File: config.mk
export PLATFORM = sky130hd
export DESIGN_NAME = wdsup_top
export DESIGN_NICKNAME = d
export VERILOG_FILES = /design/src/rtl/wdsup_pkg.sv /design/src/rtl/wdsup_sync.sv /design/src/rtl/wdsup_dog.sv /design/src/rtl/wdsup_ctrl.sv /design/src/rtl/wdsup_top.sv
export SDC_FILE = /design/constraint.sdc
export NUM_CORES = 1
export LEC_CHECK = 0
export CORE_UTILIZATION = 35
export DETAILED_ROUTE_END_ITERATION = 6
export GPL_TIMING_DRIVEN = 0
export PLACE_DENSITY = 0.57
export SLEW_MARGIN = 20
export SYNTH_ARGS = -nofsm -noshare
export SYNTH_HDL_FRONTEND = slang
export SYNTH_HIERARCHICAL = 1
export SYNTH_SLANG_ARGS = --single-unit
File: constraint.sdc
create_clock -name clk -period 4.15 [get_ports clk]
set_input_delay 0.415 -clock clk [delete_from_list [all_inputs] [get_ports clk]]
set_output_delay 0.415 -clock clk [all_outputs]
set_load 0.02 [all_outputs]
File: src/rtl/wdsup_pkg.sv
// Shared definitions for the dual watchdog supervisor.
// Assumes: channel indices below are used consistently by the top and bench.
package wdsup_pkg;
    localparam int NCH      = 5;  // number of synchronized inputs
    localparam int CH_KICK1 = 0;  // short watchdog refresh
    localparam int CH_KICK2 = 1;  // long watchdog refresh
    localparam int CH_FLOAT = 2;  // short watchdog refresh floating flag
    localparam int CH_MR    = 3;  // manual reset request (active high here)
    localparam int CH_POR   = 4;  // power-on request
endpackage

File: src/rtl/wdsup_sync.sv
// Two-flop synchronizer with a change detector.
// Assumes: din is asynchronous to clk; all stages reset to zero.
module wdsup_sync (
    input  logic clk,
    input  logic rst_n,
    input  logic din,
    output logic lvl,
    output logic chg
);
    logic s1, s2, s3;

    // Purpose: shift the input through the synchronizer and history stage.
    always_ff @(posedge clk) begin
        if (!rst_n) begin
            s1 <= 1'b0;
            s2 <= 1'b0;
            s3 <= 1'b0;
        end else begin
            s1 <= din;
            s2 <= s1;
            s3 <= s2;
        end
    end

    assign lvl = s2;
    assign chg = s2 ^ s3;
endmodule

File: src/rtl/wdsup_dog.sv
// One watchdog timer counting reference ticks.
// Assumes: LIMIT >= 2; expire is a one-cycle pulse on the tick where the
// count would reach LIMIT; run and en low hold the count at zero.
module wdsup_dog #(
    parameter int LIMIT = 16
) (
    input  logic clk,
    input  logic rst_n,
    input  logic run,
    input  logic en,
    input  logic kick,
    input  logic tick,
    output logic expire
);
    localparam int CW = $clog2(LIMIT + 1);
    localparam logic [CW-1:0] LAST = CW'(LIMIT - 1);

    logic [CW-1:0] cnt;

    assign expire = run && en && !kick && tick && (cnt == LAST);

    // Purpose: count ticks since the last refresh, clearing on hold or refresh.
    always_ff @(posedge clk) begin
        if (!rst_n || !run || !en || kick) begin
            cnt <= '0;
        end else if (tick) begin
            cnt <= (cnt == LAST) ? '0 : cnt + 1'b1;
        end
    end

    a_r3_kick_reload: assert property (@(posedge clk) disable iff (!rst_n)
        kick |=> (cnt == '0));

    // Purpose: check the count never leaves its range.
    always @(posedge clk) begin
        if (rst_n) begin
            a_r4_cnt_range: assert (cnt < CW'(LIMIT)) else $error("count out of range");
        end
    end
endmodule

File: src/rtl/wdsup_ctrl.sv
// Reset pulse generator and reset-cause status with self-clearing.
// Assumes: causes are synchronous single-cycle or level requests; the long
// watchdog wins over every other cause when updating status.
module wdsup_ctrl #(
    parameter int RST_CYC   = 8,
    parameter int CLR_TICKS = 1000
) (
    input  logic clk,
    input  logic rst_n,
    input  logic tick,
    input  logic por,
    input  logic mr,
    input  logic wd1_exp,
    input  logic wd2_exp,
    output logic active,
    output logic stat
);
    localparam int PCW = $clog2(RST_CYC + 1);
    localparam int CCW = $clog2(CLR_TICKS + 1);
    localparam logic [PCW-1:0] PLAST = PCW'(RST_CYC - 1);
    localparam logic [CCW-1:0] CLAST = CCW'(CLR_TICKS - 1);

    logic [PCW-1:0] pc;
    logic [CCW-1:0] cc;
    logic           trig;

    assign trig = por || mr || wd1_exp || wd2_exp;

    // Purpose: hold reset while a cause is present and for RST_CYC cycles after.
    always_ff @(posedge clk) begin
        if (!rst_n) begin
            active <= 1'b1;
            pc     <= '0;
        end else if (trig) begin
            active <= 1'b1;
            pc     <= '0;
        end else if (active) begin
            if (pc == PLAST) begin
                active <= 1'b0;
                pc     <= '0;
            end else begin
                pc <= pc + 1'b1;
            end
        end
    end

    // Purpose: record the reset cause and clear a long-watchdog mark after CLR_TICKS ticks.
    always_ff @(posedge clk) begin
        if (!rst_n) begin
            stat <= 1'b1;
            cc   <= '0;
        end else if (wd2_exp) begin
            stat <= 1'b0;
            cc   <= '0;
        end else if (wd1_exp || por) begin
            stat <= 1'b1;
            cc   <= '0;
        end else if (!stat && tick) begin
            if (cc == CLAST) begin
                stat <= 1'b1;
                cc   <= '0;
            end else begin
                cc <= cc + 1'b1;
            end
        end
    end

    a_r2_mr_forces: assert property (@(posedge clk) disable iff (!rst_n)
        mr |=> active);

    a_r9_min_width: assert property (@(posedge clk) disable iff (!rst_n)
        $fell(active) |-> ($past(pc) == PLAST));

    a_r10_wd2_wins: assert property (@(posedge clk) disable iff (!rst_n)
        wd2_exp |=> !stat);

    // Purpose: check the clear counter stays inside the interval.
    always @(posedge clk) begin
        if (rst_n) begin
            a_r8_cc_range: assert (cc < CCW'(CLR_TICKS)) else $error("clear count out of range");
        end
    end
endmodule

File: src/rtl/wdsup_top.sv
// Dual watchdog reset supervisor: input synchronizers, reference tick
// prescaler, two watchdogs and the reset/status controller.
// Assumes: lock_mode is a static strap; all other inputs may be asynchronous.
module wdsup_top #(
    parameter int TICK_DIV  = 100000,
    parameter int WD1_TICKS = 1600,
    parameter int WD2_TICKS = 60000,
    parameter int CLR_TICKS = 1000,
    parameter int RST_CYC   = 200
) (
    input  logic clk,
    input  logic rst_n,
    input  logic por_req,
    input  logic mr_n,
    input  logic lock_mode,
    input  logic wd1_kick,
    input  logic wd1_float,
    input  logic wd2_kick,
    output logic sys_rst_n,
    output logic cause_stat
);
    import wdsup_pkg::*;

    localparam int PW = $clog2(TICK_DIV + 1);
    localparam logic [PW-1:0] PRE_LAST = PW'(TICK_DIV - 1);

    logic [NCH-1:0] raw, lvl, chg;
    logic [PW-1:0]  pre;
    logic           tick, active, wd1_en, wd1_exp, wd2_exp;

    assign raw[CH_KICK1] = wd1_kick;
    assign raw[CH_KICK2] = wd2_kick;
    assign raw[CH_FLOAT] = wd1_float;
    assign raw[CH_MR]    = ~mr_n;
    assign raw[CH_POR]   = por_req;

    for (genvar i = 0; i < NCH; i++) begin : g_sync
        wdsup_sync u_sync (
            .clk  (clk),
            .rst_n(rst_n),
            .din  (raw[i]),
            .lvl  (lvl[i]),
            .chg  (chg[i])
        );
    end

    // Purpose: free-running prescaler producing one tick every TICK_DIV cycles.
    always_ff @(posedge clk) begin
        if (!rst_n || tick) pre <= '0;
        else                pre <= pre + 1'b1;
    end
    assign tick = (pre == PRE_LAST);

    assign wd1_en = lock_mode || !lvl[CH_FLOAT];

    wdsup_dog #(.LIMIT(WD1_TICKS)) u_wd1 (
        .clk(clk), .rst_n(rst_n), .run(!active), .en(wd1_en),
        .kick(chg[CH_KICK1]), .tick(tick), .expire(wd1_exp)
    );

    wdsup_dog #(.LIMIT(WD2_TICKS)) u_wd2 (
        .clk(clk), .rst_n(rst_n), .run(!active), .en(1'b1),
        .kick(chg[CH_KICK2]), .tick(tick), .expire(wd2_exp)
    );

    wdsup_ctrl #(.RST_CYC(RST_CYC), .CLR_TICKS(CLR_TICKS)) u_ctrl (
        .clk(clk), .rst_n(rst_n), .tick(tick),
        .por(lvl[CH_POR]), .mr(lvl[CH_MR]),
        .wd1_exp(wd1_exp), .wd2_exp(wd2_exp),
        .active(active), .stat(cause_stat)
    );

    assign sys_rst_n = !active;

    a_r5_disabled_quiet: assert property (@(posedge clk) disable iff (!rst_n)
        (!lock_mode && lvl[CH_FLOAT]) |-> !wd1_exp);

    a_r7_stat_cause: assert property (@(posedge clk) disable iff (!rst_n)
        $fell(cause_stat) |-> $past(wd2_exp));

    a_r11_por_reset: assert property (@(posedge clk) disable iff (!rst_n)
        lvl[CH_POR] |=> (!sys_rst_n && cause_stat));
endmodule

---- After elaboration in Yosys (flattened, before gate mapping) ----
Index checks and enable logic that the tools add are counted.
word-level totals
  output and inout bits ................... 2
  flip-flop bits (word level) ............. 76
  word-level logic and storage cells ...... 73
operators by class
  multiplexer cells ....................... 10
  reduce and logical (&&, ||, !) cells .... 30
  equality and inequality tests ........... 5
  add/sub/neg operators ................... 5
  bitwise logic cells ..................... 4
operators with widths
  cell                                           count
  adder 17 x 1 -> 17 bit, second input constant  1
  == test 17 bit, second input constant          1
  adder 16 x 1 -> 16 bit, second input constant  1
  == test 16 bit, second input constant          1
  two-way mux 16 bit                             1
  adder 11 x 1 -> 11 bit, second input constant  1
  == test 11 bit, second input constant          1
  two-way mux 11 bit                             1
  adder 10 x 1 -> 10 bit, second input constant  1
  == test 10 bit, second input constant          1
  logical OR 1 bit                               10
  two-way mux 10 bit                             1
  adder 8 x 1 -> 8 bit, second input constant    1
  == test 8 bit, second input constant           1
  logical AND 1 bit                              8
  two-way mux 8 bit                              1
  zero test 1 bit                                7
  two-way mux 1 bit                              6
  nonzero test 3 bit                             2
  OR reduction 3 bit                             1
  NOT 1 bit                                      2
  AND reduction 2 bit                            1
  OR reduction 2 bit                             1
  XOR 1 bit                                      2

---- Depth between registers and ports, before layout ----
  word-level depth ........................ 9
  depth in mapped cells ................... 14
  mapped depth without buffers ............ 11

---- Modules after synthesis ----
The synthesis kept the hierarchy.
by module, submodules not included
  module             area an instance (um^2)  cells each  times used  seq. area each (um^2)
  wdsup_ctrl         950.9                    109         1           400.4
  wdsup_top          792.0                    90          1           340.3
  wdsup_dog (u_wd2)  757.0                    86          1           320.3
  wdsup_dog (u_wd1)  563.0                    58          1           220.2
  wdsup_sync         88.8                     7           5           60.1

---- Worst setup path before layout ----
OpenSTA, ideal clock, no wires.
  path type ............................... register to register
  from .................................... register pre[0]
  to ...................................... register u_ctrl.pc[5]
  stages on the path, launching flop included .. 15
  arrival ................................. 3.609 ns
  clock period less this slack ............ 3.725 ns
  data required time ...................... 4.034 ns
  slack ................................... 0.425 ns
  cell sequence ........................... dfxtp_1 -> ha_1 -> nand4_2 -> or2_4 -> nor3_1 -> buf_2 -> nand3_2 -> or4_1 -> nor3_2 -> or4b_1 -> buf_2 -> or2_0 -> buf_2 -> nor4b_2 -> a31o_1
on the way
  longest elaborated chain between the ends .. 6
  elaborated cells between the ends (all ways) .. 8
ends and longest elaborated chain
  what                            RTL line          source
  start: declaration              wdsup_top.sv:28   logic [PW-1:0] pre;
  start signal: assignment        wdsup_top.sv:50   else pre <= pre + 1'b1;
  == test 17 bit                  wdsup_top.sv:52   assign tick = (pre == PRE_LAST);
  net tick                        wdsup_top.sv:29   logic tick, active, wd1_en, wd1_exp, wd2_exp;
  logical AND 1 bit (2 in a row)  wdsup_dog.sv:20   assign expire = run && en && !kick && tick && (cnt == LAST);
  net wd1_exp                     wdsup_top.sv:29
  logical OR 1 bit (2 in a row)   wdsup_ctrl.sv:27  assign trig = por || mr || wd1_exp || wd2_exp;
  OR reduction 2 bit (no line)    -
  end signal: assignment          wdsup_ctrl.sv:42  pc <= pc + 1'b1;
  end: declaration                wdsup_ctrl.sv:23  logic [PCW-1:0] pc;
The timed path passes the listed nets, and every way through them passes these cells.
A chain may end at the register's enable or synchronous reset.

---- Worst setup path in the final report ----
Ends and elaborated chain as after synthesis.

==> metrics.cfg <==
[pwr]
ir_worst_vdd_mv = 0.1627
powerDensity_nw_per_um2 = 331.9
seqPwrFrac_pct = 58.5
combPwrFrac_pct = 2.8
p_int_mw = 1.002
p_leak_nw = 1.257
total_power_mw = 1.273
p_clk_share_pct = 38.7
p_sw_uw = 270.5
switching_share_pct = 21.26

[grt]
overflow = 0
grt_pass1_wl_um = 10580
grt_usage_pct = 13.15
grt_pass1_vias = 2378
antenna_found_initial = 0
grt_max_degree = 19

[routing]
drtAntennaViolNets = 0
dr.pass1.iters = 4
route.detailed.drc = 0
viasPerCell = 4.857
drt-wirelength-per-cell_um = 11.50
drtIter0Drc = 76
drt-total-wl_um = 6012
vias = 2540

[logic_synthesis]
avgSynthCellArea_um2 = 9.209
syn_area_um2 = 3398
ys.warnings.count = 6
synthCells = 369

[clocking]
hold_buffers = 0
htree_levels = 3
cts_setup_buffers = 0
clkTransAtPathRegs_ps = 70
cts-root-buf = clkbuf_8
tritoncts = yes
cts_num_sinks = 76
clockBufferDepth = 2
worstSkewPairLatency_ps = 340
cts-buffers-inserted = 9

[critical_path]
worstSetupStartpoint = pre[0]$_SDFF_PP0_
cp-endpoint = u_ctrl/pc[5]$_SDFFE_PP0P_
timing.rr.start = pre[0]$_SDFF_PP0_
r2r_slack_ps = 370
cp.required_ps = 4380
critPathKind = reg -> reg
reg2reg_depth = 14
arrival_ps = 4010
worst_setup_path_start_kind = register
crit_path_end_kind = register
crit_fanout = 10
r2r_end = u_ctrl/pc[5]$_SDFFE_PP0P_

[timing]
skew_ps = 10.55
worstMarginPinSlew_ps = 600.5
setup_ws_ps = 373.3
min_period_over_period_pct = 91.00
max_slew_margin_pct = 59.84
setup_tns_ps = 0
slew_violations = 0
setup_viol = 0
fin_crit_ps = 3777
hold_viol = 0
holdWs_ps = 425.9
fmax_ghz = 0.2648
rsz0062_at_grt = no

[status]
outcome = finished clean

[floorplanning]
coreArea_um2 = 9328
num_rows = 35
die_w_um = 100.5
die_area_um2 = 10110
die-height_um = 100.5
initial_core_util_pct = 36.43
io_pins = 10

[layout]
stdcell_count = 523
final-seq-area_um2 = 1521
multiInputGateArea_um2 = 1836
fillers = 954
drive_above_1_share_pct = 9.137
nNetsFinal = 403
utilization_pct = 41.10
antenna_cells = 0
final_area_um2 = 3834
area_growth_syn_to_layout_pct = 12.81

[placement]
portBuffers = 9
gp_congestion = 0.7458
pre_cts_ws_ps = 75.89
placed_cells = 508
place_area_um2 = 3659
dp_hpwl_um = 4286

[hold_path]
hold_path.class = reg -> reg

[run]
drv_cap = 0

state kept, by name, summed over array words and instances (netlist names), 2 cells and up:
signal             flops
u_ctrl/cc             10
g_sync.u_sync/s3       2
g_sync.u_sync/lvl      5
u_ctrl/pc              8
pre                   17
u_wd2/cnt             16
u_wd1/cnt             11
g_sync.u_sync/s1       5
repair_timing:
action / in CTS / in global routing
hold endpoints to repair: 0 / 0
gates resized for setup: 0 / 1
endpoints found under the setup margin: 0 / 3
final cells by class:
cell class | count | share of cell area, %
repair buffers | 9 | 2.350
well taps | 129 | 4.210
plain buffers | 6 | 0.8812
multi-input cells | 282 | 47.88
clock inverters | 2 | 0.2611
clock buffers | 13 | 4.145
flip-flops and latches | 76 | 39.69
inverters | 6 | 0.5875
placed cells by master (no fill, tap or decap), drive strengths merged, types with 3 or more instances in the layout:
master and n:
and2 14, o21ai 6, or4 5, nand2b 3
nor4b 3, a31oi 3, or3 7, buf 4
xor2 19, nor3 12, nand3 15, clkbuf 15
nor2 58, and3 4, nand4 18, clkdlybuf4s50 9
nand2 32, dfxtp 76, inv 6, ha 5
xnor2 26, a21oi 8, o31ai 4, mux2i 4
nor4 10
critical path, cell delays in order (launching register included):
cell     delay [ps]
dfxtp_1         400
ha_1            250
nand4_2         200
or2_4           320
nor3_4          490
buf_2           290
nand3_2         160
or4_1           560
nor3_2          160
or4b_1          130
buf_2           150
or2_0           110
buf_2           200
nor4b_2          70
a31o_1          180
power by group through the flow:
stage	sequential [mW]	combinational (mW)	clock, mW
4_1_cts	0.744	0.0367	0.521
2_1_floorplan	0.760	0.0226	0
6_report	0.745	0.0359	0.492
3_5_place_dp	0.762	0.0366	0
3_3_place_gp	0.761	0.0363	0
5_1_grt	0.746	0.0409	0.550
worst min-delay path by stage:
stage	start	end	cells past startpoint
after floorplan	g_sync[0].u_sync/s1$_SDFF_PN0_	g_sync[0].u_sync/lvl$_SDFF_PN0_	1
after global placement	g_sync[1].u_sync/s1$_SDFF_PN0_	g_sync[1].u_sync/lvl$_SDFF_PN0_	1
after detailed placement	g_sync[0].u_sync/s1$_SDFF_PN0_	g_sync[0].u_sync/lvl$_SDFF_PN0_	1
after CTS	g_sync[0].u_sync/s1$_SDFF_PN0_	g_sync[0].u_sync/lvl$_SDFF_PN0_	1
after global routing	g_sync[0].u_sync/s1$_SDFF_PN0_	g_sync[0].u_sync/lvl$_SDFF_PN0_	1
final	g_sync[2].u_sync/s1$_SDFF_PN0_	g_sync[2].u_sync/lvl$_SDFF_PN0_	1
metal layers:
layer / global-route usage (%) / up-vias / wire length [um]
li1: - / 1337 / -
met1: 16.25 / 1168 / 3037
met2: 21.65 / 31 / 2743
met3: 4.646 / 4 / 187
met4: 3.679 / 0 / 44
met5: 0 / - / 0
Note: power is estimated with default switching activity, not from simulation.
